`src/rtl/clkdiv_multi.sv`:
```
module clkdiv_multi #(
  parameter int SEL_W      = 4,
  parameter int NUM_CHAINS = 6,
  parameter int CNT_W      = 4,
  parameter logic [NUM_CHAINS*CNT_W-1:0] RATIOS = {4'd13, 4'd8, 4'd7, 4'd5, 4'd3, 4'd2},
  parameter logic [NUM_CHAINS*CNT_W-1:0] HIGHS  = {4'd12, 4'd4, 4'd6, 4'd2, 4'd2, 4'd1}
) (
  input  logic                  clk,
  input  logic                  rst,
  input  logic [SEL_W-1:0]      sel,
  output logic                  div_clk,
  output logic [NUM_CHAINS-1:0] chain_en
);
  localparam int MUX_N = 2 ** SEL_W;

  logic [SEL_W-1:0]      sel_q;
  logic                  run_q;
  logic [NUM_CHAINS-1:0] hi;
  logic [MUX_N-1:0]      mux_in;

  always_ff @(posedge clk) begin
    if (rst) begin
      sel_q <= '0;
      run_q <= 1'b0;
    end else begin
      sel_q <= sel;
      run_q <= 1'b1;
    end
  end

  for (genvar g = 0; g < NUM_CHAINS; g++) begin : g_chain
    localparam logic [CNT_W-1:0] N = RATIOS[g*CNT_W +: CNT_W];
    localparam logic [CNT_W-1:0] H = HIGHS[g*CNT_W +: CNT_W];
    logic [CNT_W-1:0] cnt;

    assign chain_en[g] = run_q && (sel_q == SEL_W'(g));

    always_ff @(posedge clk) begin
      if (rst || !chain_en[g]) cnt <= '0;
      else if (cnt == N - 1'b1) cnt <= '0;
      else cnt <= cnt + 1'b1;
    end

    assign hi[g] = chain_en[g] && (cnt < H);
  end

  assign mux_in = {{(MUX_N-NUM_CHAINS){1'b0}}, hi};

  always_ff @(posedge clk) begin
    if (rst) div_clk <= 1'b0;
    else     div_clk <= mux_in[sel_q];
  end
endmodule


```
`config.mk`:
```
export PLATFORM = sky130hd
export DESIGN_NAME = clkdiv_multi
export DESIGN_NICKNAME = d
export VERILOG_FILES = /design/src/rtl/clkdiv_multi.sv
export SDC_FILE = /design/constraint.sdc
export NUM_CORES = 1
export LEC_CHECK = 0
export ABC_CLOCK_PERIOD_IN_PS = 1420
export BUFFER_PORTS_ARGS = -buffer_cell sky130_fd_sc_hd__buf_4
export CAP_MARGIN = 20
export CORE_MARGIN = 2
export CORE_UTILIZATION = 56
export CTS_CLUSTER_SIZE = 25
export DETAILED_ROUTE_END_ITERATION = 7
export PLACE_DENSITY = 0.81
export SLEW_MARGIN = 20
export SYNTH_ARGS = -nofsm -noshare
export SYNTH_HDL_FRONTEND = slang
export SYNTH_SLANG_ARGS = --single-unit
```
`constraint.sdc`:
```
create_clock -name clk -period 1.42 [get_ports clk]
set_input_delay 0.142 -clock clk [delete_from_list [all_inputs] [get_ports clk]]
set_output_delay 0.142 -clock clk [all_outputs]
set_load 0.03 [all_outputs]
```
## Word-level counts from Yosys, hierarchy flattened

Cells that the tools add are included.

| operators by class | value |
|---|---|
| add/subtract/negate cells | 6 |
| $lt $le $gt $ge | 7 |
| equal/unequal tests | 11 |
| mux-type cells | 3 |
| reduce and logical (&&, ||, !) cells | 31 |

Operators with widths:

| cell | count |
|---|---|
| $add A4 B1 Y4 const B | 6 |
| $eq A4 B3 Y1 const B | 5 |
| $eq A4 B2 Y1 const B | 3 |
| $logic_and A1 B1 Y1 | 12 |
| $reduce_or A2 Y1 | 6 |
| $eq A4 B1 Y1 const B | 2 |
| $lt A4 B2 Y1 const B | 2 |
| $lt A4 B3 Y1 const B | 2 |
| $logic_not A1 Y1 | 6 |
| $logic_or A1 B1 Y1 | 6 |
| $lt A4 B5 Y1 const B | 1 |
| $bmux W1 S4 | 1 |
| $eq A4 B4 Y1 const B | 1 |
| $logic_not A4 Y1 | 1 |
| $lt A4 B1 Y1 const B | 1 |
| $lt A4 B4 Y1 const B | 1 |
| $mux W1 | 2 |

| storage, ports and cells | value |
|---|---|
| register bits after elaboration | 30 |
| bits of input ports | 6 |
| output and inout bits | 7 |
| logic and storage cells | 67 |

## Logic depth before layout (Yosys ltp)

Gate-level depths: netlist of the first run.

| depth | value |
|---|---|
| word-level depth | 5 |
| mapped depth | 5 |
| mapped depth without buffers | 5 |

## Least setup slack after synthesis of the first run

No wires, ideal clock.

| timing path | value |
|---|---|
| path type | reg-to-output |
| start point | reg run_q |
| end point | out chain_en[0] |
| data arrival time | 1482 ps |
| setup slack | -204 ps |
| cell stages (with the launch flop) | 4 |
| cell sequence | dfxtp_1 or3b_1 buf_2 nor3_1 |

| between the ends | value |
|---|---|
| word-level cells in the longest chain between the ends | 1 |

RTL lines:

| item | RTL line | text |
|---|---|---|
| from (decl) | 17 | `logic run_q;` |
| from (signal assigned) | 24 | `run_q <= 1'b0;` |
| from (signal assigned) | 27 | `run_q <= 1'b1;` |
| $logic_and A1 B1 Y1 | 36 | `assign chain_en[g] = run_q && (sel_q == SEL_W'(g));` |
| to (decl) | 12 | `output logic [NUM_CHAINS-1:0] chain_en` |

No other way between the ends.

## Worst setup path after layout of the first run

Ends and elaborated chain as after synthesis.

==> results.tsv, run 1 <==
metric	value	unit
route.antenna.remaining_nets	0	
dp_worst_setup_slack	0.0652	ns
row_count	17	
clock-sinks	30	
fin_ws	-0.146	ns
initial_utilization	59.3	%
timing.slew.headroom	79.6	%
synth.yosys.seq_area_share	45.3	%
grt_antenna_before_repair	0	
timing.final.setup_violations	5	
final.period_utilization	110	%
tritoncts.num_buffers	5	
crit_end_element	primary output	
status	finished, violations left	
ys_types	30	
path_clk_slew	0.09	ns
async_flop_share	0	%
critPathArrivalTime	1.42	ns
drt_first_iter_violations	9	
layout.core_utilization	72.0	%
cell_at_the_root_of_the_clock_tree	clkbuf_4	
global_route_wire_length_before_repair	4170	um
final_max_slew_viol_count	0	
io_buffer_count	12	
detailedRoute.firstPassIterationCount	4	
origin_of_the_worst_min_delay_path	sel[1]	
largest_net_degree_at_the_start_of_global_routing	11	
drt_drc_violations_left	0	
power_density_over_the_cells	935	nW/um2
chipWidth	52.6	um
worst_slew_pin_slew	0.301	ns
layout.cells.non_filler	196	
placement.cell_area	1440	um2
use_met2	35.0	%
top_cells_by_area_synth	dfxtp_1, ha_1, nor2_1	
leakage	0.656	nW
cts_tree	yes	
fp.dieArea	2770	um2
mean_number_of_vias_per_cell	5.27	
cts_hold_repair.buffers	0	
syn_inst	144	
postRouteWirelength	2360	um
gr-usage-met3	7.43	%
yosysTopAreaCell	dfxtp_1	
crit_start	run_q	
grt.overflow.total	0	
period_needed	1.57	ns
ctsLongestPathBuffers	2	
finalHoldViolCount	0	
rsz_0062_raised_after_global_routing	yes	
clock_latency_of_the_later_clocked_register_in_the_worst_skew_pair	0.33	ns
areaGrowthSynthToFinish	21.4	%
gr-usage-met1	24.0	%
grt_overall_usage	21.4	%
routed-via-count	1033	
timing.hold.worst.class	primary input to register	
number_of_flip_flops_and_latches_in_the_synthesized_netlist	30	
grt_max_usage_layer	met2	
yosys_warnings	0	
globalplace.congestion	0.725	
worst_r2r_startpoint	run_q	
insertedDiodeCount	0	
failed_checks	setup timing	
start_kind	register	
nets	185	
boundaryPins	13	
peakVddDrop	0.000718	V
first_global_vias	975	
htree_levels	2	
syn_area_per_cell	9.20	um2
ys.flop_type	dfxtp_1	
crit_path_max_fanout	5	
worst-endpoint-required	1.28	ns
final_cell_area	1610	um2
drive_above_1_share	26.8	%
floorplan.die.height	52.6	um
post-dp-hpwl	1690	um
mappedNetlistArea	1330	um2
cap_viol_max_count	0	
fmax	638	MHz
place.detailed.instances	182	
net_count_after_synthesis	162	
count_of_flip_flops_with_a_built_in_enable_after_synthesis	0	
timing.clock.skew	0.0127	ns
worst-setup-path-type	register to primary output	
design.core.area	2230	um2
fraction_of_post_synthesis_cell_area_in_the_top_cell_type_by_area	45.3	%
wl_per_cell	12.0	um
worst max-delay path: stages, from the launching register on:
cell     delay (ns)
dfxtp_2        0.35
or3b_4         0.43
nor3_4         0.16
buf_6          0.15
cell usage after synthesis, drive strengths merged (3+ instances only):
cell,count
nand2b,3
inv,13
a31oi,3
nor2b,5
dfxtp,30
xnor2,7
nand2,9
xor2,5
ha,12
nand3,9
nor2,29
path summary, 6_finish.rpt:
path / end / slack, ns / cells past startpoint
worst max register to register: div_clk / -0.13 / 5
worst min register to register: g_chain[4].cnt[0] / 0.46 / 1
worst min-delay path: sel_q[1] / 0.02 / 2
worst max-delay path: chain_en[0] / -0.15 / 3
registers in the layout, summed over array words and instances, names as in the netlist:
signal	count
div_clk	1
g_chain.cnt	24
run_q	1
sel_q	4
metal layers:
| metal | wire length (um) | vias to the layer above |
|---|---|---|
| met2 | 1180 | 24 |
| met4 | 65 | 0 |
| li1 | - | 513 |
| met3 | 114 | 9 |
| met5 | 0 | - |
| met1 | 989 | 487 |
cell type report:
| type | instances | area (um2) |
|---|---|---|
| Fill cell | 170 | 624 |
| Clock inverter | 1 | 5.00 |
| Tap cell | 28 | 35.0 |
| Timing Repair Buffer | 19 | 161 |
| Inverter | 13 | 48.8 |
| Clock buffer | 7 | 55.1 |
| Sequential cell | 30 | 607 |
| Multi-Input combinational cell | 98 | 697 |
cell families (layout without fill, tap and decap cells):
kind of cell	after synthesis	in the layout	share of synthesized area [%]
AOI/OAI and AO/OA	9	9	5.67
xor gates and xnor gates	12	12	7.93
adders and majority gates	12	12	11.3
buffers and inverters	16	40	5.19
DFF	30	30	45.3
and+or+nand+nor	65	65	24.6
report_power, final:
group          switching (W)  internal, W
Clock               0.000275     0.000239
Combinational      0.0000614    0.0000592
Sequential         0.0000136     0.000855
repair_timing:
action / CTS / global route
gates resized for setup: 12 / 9
gates cloned: 0 / 0
buffers inserted: 3 / 3
endpoints found under the setup margin: 6 / 21
pin swaps: 2 / 9
through the flow:
stage / TNS [ns] / hold WS, ns / power, W
2_1_floorplan: 0 / 0.214 / 0.000948
3_3_place_gp: 0 / 0.352 / 0.000977
3_5_place_dp: 0 / 0.357 / 0.000981
4_1_cts: -0.640 / 0.0154 / 0.00151
5_1_grt: -1.59 / 0.0272 / 0.00157
6_report: -0.621 / 0.0245 / 0.00150
cell usage in the layout, fill, tap and decap left out, types with 6 or more instances in the layout:
cell and instances:
nor2_1 25, nand3_1 8, inv_1 13, dfxtp_1 25
buf_4 14, xnor2_1 7, nand2_1 6, ha_1 12
Note: power is estimated with default switching activity, not from simulation.
==> inputs of run 2 (changes only) <==
--- a/config.mk
+++ b/config.mk
@@ -10,8 +10,11 @@
 export CAP_MARGIN = 20
 export CORE_MARGIN = 2
 export CORE_UTILIZATION = 56
+export CTS_CLUSTER_DIAMETER = 150
 export CTS_CLUSTER_SIZE = 25
 export DETAILED_ROUTE_END_ITERATION = 7
+export GPL_ROUTABILITY_DRIVEN = 0
+export GPL_TIMING_DRIVEN = 0
 export PLACE_DENSITY = 0.81
 export SLEW_MARGIN = 20
 export SYNTH_ARGS = -nofsm -noshare
==> run 2 against run 1 <==
Effect of this change: the flow still finishes with violations (setup timing); clock skew is 0.0067 ns lower; critical path type unchanged; highest routed layer unchanged; critical endpoint unchanged; first-iteration DRC count grew to 2.7 times the previous value; final cell count is 1.5% lower; largest power group unchanged.
==> results.tsv, run 2 (same netlist as run 1, synthesis figures left out) <==
metric	value	unit
crit_end_element	primary output	
rsz_0062_raised_after_global_routing	yes	
grt.overflow.total	0	
worst-endpoint-required	1.28	ns
place.detailed.instances	184	
route.antenna.remaining_nets	0	
gr-usage-met3	7.71	%
timing.clock.skew	0.00599	ns
drt_first_iter_violations	24	
mean_number_of_vias_per_cell	5.25	
routed-via-count	1013	
timing.final.setup_violations	21	
areaGrowthSynthToFinish	20.5	%
global_route_wire_length_before_repair	3860	um
htree_levels	2	
timing.hold.worst.class	primary input to register	
final.period_utilization	111	%
gr-usage-met1	21.2	%
insertedDiodeCount	0	
row_count	17	
peakVddDrop	0.000750	V
layout.cells.most_common	dfxtp_1	
io_buffer_count	12	
crit_path_max_fanout	6	
design.core.area	2230	um2
initial_utilization	59.3	%
wl_per_cell	11.9	um
grt_overall_usage	20.2	%
chipWidth	52.6	um
worst_path_largest_cell_delay	0.44	ns
area_of_combinational_cells_with_multiple_inputs	716	um2
fin_ws	-0.149	ns
first_global_vias	938	
largest_net_degree_at_the_start_of_global_routing	11	
largest_register	g_chain.cnt	
worst-setup-path-type	register to primary output	
seq_area	603	um2
tritoncts.num_buffers	5	
detailedRoute.firstPassIterationCount	4	
timing.slew.headroom	73.7	%
reg_top3	g_chain.cnt: 24 flops, sel_q: 4 flops	
post-dp-hpwl	1630	um
status	finished, violations left	
failed_checks	setup timing	
count_of_fill_cells_added_during_filler_insertion	181	
finalHoldViolCount	0	
worst_slew_pin_slew	0.394	ns
ctsLongestPathBuffers	2	
whs	0.0205	ns
leakage	0.643	nW
floorplan.die.height	52.6	um
drt_drc_violations_left	0	
cell_at_the_root_of_the_clock_tree	clkbuf_4	
grt_max_usage_layer	met2	
postRouteWirelength	2310	um
path_clk_slew	0.09	ns
timing.critical_path.slowest_stage_cell	or3b_4	
final_max_slew_viol_count	0	
final_cell_area	1600	um2
critPathArrivalTime	1.43	ns
clock_latency_of_the_later_clocked_register_in_the_worst_skew_pair	0.33	ns
dp_worst_setup_slack	0.0164	ns
use_met2	33.5	%
power_density_over_the_cells	913	nW/um2
boundaryPins	13	
clock-sinks	30	
placement.cell_area	1460	um2
fmax	637	MHz
largest_register_ff_count	24	
cts_tree	yes	
mostFrequentLayoutCells	dfxtp_1, nor2_1, inv_1	
grt_antenna_before_repair	0	
layout.cells.non_filler	193	
fp.dieArea	2770	um2
cap_viol_max_count	0	
drive_above_1_share	26.1	%
start_kind	register	
nets	183	
cp_cell_sequence	or3b_4, nor3_2, buf_4	
period_needed	1.57	ns
run 2: changes by cell type in the layout (fill, tap and decap cells not counted), moves of 2 or more:
cell / before / now
dfxtp_1: 25 / 28
nor2_2: 2 / 5
nor2_1: 25 / 22
dfxtp_2: 5 / 2
buf_4: 14 / 12
run 2: final timing paths:
kind                                        start                 to  slack, ns  cells after the start
worst max register to register           sel_q[3]  g_chain[2].cnt[3]      -0.03                      5
worst max-delay path                     sel_q[3]        chain_en[0]      -0.15                      3
worst min register to register  g_chain[2].cnt[0]  g_chain[2].cnt[0]       0.47                      1
worst min-delay path                       sel[1]           sel_q[1]       0.02                      2
run 2: layer usage:
metal  up-vias  routed length, um
li1        509                  -
met1       478                987
met2        20               1140
met4         0                 64
met3         6                111
met5         -                  0
run 2: power breakdown:
group | leakage (nW) | internal (W) | switching [W] | total (W)
Combinational | 0.369 | 0.0000585 | 0.0000643 | 0.000123
Clock | 0.0308 | 0.000178 | 0.000291 | 0.000468
Sequential | 0.244 | 0.000854 | 0.0000124 | 0.000867
run 2: layout make-up:
cell class	instances	area share, %
plain buffers	1	0.705
clock buffers	5	2.35
clock inverters	2	0.627
inverters	13	3.06
multi-input cells	98	44.8
flip-flops and latches	30	37.8
well taps	28	2.19
repair buffers	16	8.46
run 2: per-stage QoR:
stage	utilization [%]	setup TNS (ns)	power (W)
2_1_floorplan	-	0	0.000948
3_3_place_gp	65.2	0	0.000981
3_5_place_dp	65.2	0	0.000985
4_1_cts	70.4	-1.20	0.00147
5_1_grt	71.5	-2.51	0.00153
6_report	71.5	-0.853	0.00146
run 2: what timing repair did:
item | CTS | global route
gates cloned | 0 | 0
endpoints found under the setup margin | 7 | 26
hold buffers | 0 | 0
buffers inserted | 4 | 0
gates resized for setup | 11 | 12
pin swaps | 1 | 12
endpoints found under the hold margin | 0 | 0
run 2: worst max-delay path: cells and delay by family (launching register included):
kind | cells | cell delay [ns]
AND/OR/NAND/NOR | 2 | 0.58
flip-flops | 1 | 0.33
buffers and inverters | 1 | 0.19
==> inputs of run 3 (changes only) <==
--- a/config.mk
+++ b/config.mk
@@ -9,14 +9,15 @@
 export BUFFER_PORTS_ARGS = -buffer_cell sky130_fd_sc_hd__buf_4
 export CAP_MARGIN = 20
 export CORE_MARGIN = 2
-export CORE_UTILIZATION = 56
+export CORE_UTILIZATION = 40
 export CTS_CLUSTER_DIAMETER = 150
 export CTS_CLUSTER_SIZE = 25
 export DETAILED_ROUTE_END_ITERATION = 7
 export GPL_ROUTABILITY_DRIVEN = 0
 export GPL_TIMING_DRIVEN = 0
-export PLACE_DENSITY = 0.81
+export PLACE_DENSITY = 0.63
 export SLEW_MARGIN = 20
 export SYNTH_ARGS = -nofsm -noshare
 export SYNTH_HDL_FRONTEND = slang
 export SYNTH_SLANG_ARGS = --single-unit
+export TNS_END_PERCENT = 20
==> run 3 against run 2 <==
Effect of this change: the flow still finishes with violations (setup timing); critical path depth grew 1; utilization shrank 19 points; non-clock buffer count grew 3; routed wire length grew 4.3%; combinational power grew 5%; largest cell class unchanged; largest power group unchanged.
==> results.tsv, run 3 (same netlist as run 1, synthesis figures left out) <==
metric	value	unit
clock-sinks	30	
placement.cell_area	1480	um2
routed-via-count	991	
fin_ws	-0.202	ns
path_clk_slew	0.09	ns
insertedDiodeCount	0	
worst-endpoint-required	1.28	ns
global_route_wire_length_before_repair	3970	um
crit_end_element	primary output	
timing.clock.skew	0.00335	ns
origin_of_the_worst_min_delay_path	sel[0]	
chipWidth	61.6	um
timing.slew.headroom	78.7	%
tritoncts.num_buffers	5	
cts_hold_repair.buffers	0	
grt.overflow.total	0	
mean_number_of_vias_per_cell	4.65	
p_total	0.00152	W
row_count	20	
reg_top3	g_chain.cnt: 24 flops, sel_q: 4 flops	
ctsLongestPathBuffers	2	
design.core.area	3100	um2
grt_overall_usage	14.8	%
mostFrequentLayoutCells	dfxtp_1, nor2_1, inv_1	
count_of_fill_cells_added_during_filler_insertion	326	
postRouteWirelength	2410	um
holdPathStages	2	
clock_latency_of_the_later_clocked_register_in_the_worst_skew_pair	0.32	ns
area_of_combinational_cells_with_multiple_inputs	688	um2
critPathArrivalTime	1.48	ns
drt_drc_violations_left	0	
fp.dieArea	3790	um2
detailedRoute.firstPassIterationCount	4	
boundaryPins	13	
drive_above_1_share	25.4	%
finalHoldViolCount	0	
final.period_utilization	114	%
status	finished, violations left	
seq_area	604	um2
worst_slew_pin_slew	0.316	ns
floorplan.die.height	61.6	um
failed_checks	setup timing	
dp_worst_setup_slack	0.0366	ns
regToRegSetupSlack	-0.06	ns
largest_register	g_chain.cnt	
fmax	616	MHz
leakage	0.663	nW
final_max_slew_viol_count	0	
peakVddDrop	0.000456	V
route.antenna.remaining_nets	0	
htree_levels	2	
largest_net_degree_at_the_start_of_global_routing	11	
areaGrowthSynthToFinish	23.3	%
layout.cells.most_common	dfxtp_1	
start_kind	register	
worst_r2r_startpoint	sel_q[2]	
timing.final.setup_violations	22	
grt_antenna_before_repair	0	
crit_path_max_fanout	6	
worst-setup-path-type	register to primary output	
cell_at_the_root_of_the_clock_tree	clkbuf_4	
cap_viol_max_count	0	
cts_tree	yes	
nets	186	
rsz_0062_raised_after_global_routing	yes	
rr_worst_depth	6	
power_density_over_the_cells	931	nW/um2
io_buffer_count	12	
period_needed	1.62	ns
final_cell_area	1630	um2
first_global_vias	896	
drt_first_iter_violations	33	
largest_register_ff_count	24	
crit_start	sel_q[2]	
initial_utilization	42.7	%
min_delay_worst_endpoint	sel_q[0]	
timing.hold.worst.class	primary input to register	
capturing_point_of_the_worst_reg2reg_path	g_chain[2].cnt[3]	
wl_per_cell	11.3	um
post-dp-hpwl	1670	um
-- run 3: how the worst max path moves through the flow --
stage / endpoint / slack [ns] / depth (start not counted)
after floorplan: chain_en[1] / 0.03 / 3
after global placement: div_clk / 0.02 / 4
after detailed placement: g_chain[4].cnt[3] / 0.04 / 5
after CTS: chain_en[0] / -0.19 / 4
after global routing: chain_en[0] / -0.27 / 4
final: chain_en[0] / -0.20 / 4
-- run 3: layout make-up --
class                      instances  area share (%)
multi-input combinational         98            42.1
inverter                          13            2.99
timing repair buffer              17            9.19
sequential                        30            37.0
clock buffer                       7            3.37
buffer                             3            1.68
tap                               44            3.37
clock inverter                     1           0.306
-- run 3: worst max-delay path, cell delays in order (launching register included) --
cell and delay [ns]:
dfxtp_2 0.33, or3b_1 0.39, buf_6 0.15, nor3_2 0.10, buf_4 0.18
-- run 3: what timing repair did --
item                       in CTS  in global routing
resized for setup              12                  9
pin swaps                       2                  7
setup endpoints to repair       6                 26
buffers inserted                5                  0
-- run 3: power by group --
group / internal (W) / switching [W]
registers: 0.000855 / 0.00000845
logic: 0.0000624 / 0.0000663
clock network: 0.000240 / 0.000289
-- run 3: through the flow --
step | utilization, % | hold WS (ns) | setup TNS [ns] | cells
global placement | 47.5 | 0.356 | 0 | 200
finish | 52.7 | 0.0237 | -1.38 | 213
detailed placement | 47.5 | 0.359 | 0 | 200
CTS | 51.8 | 0.0102 | -1.10 | 213
floorplan | - | 0.214 | 0 | 144
global route | 52.7 | 0.00282 | -3.09 | 213
-- run 3: layer usage --
layer / GRT usage [%] / wire [um]
met5: 0 / 0
met4: 7.29 / 44
met3: 6.51 / 111
met2: 22.6 / 1130
met1: 17.8 / 1120
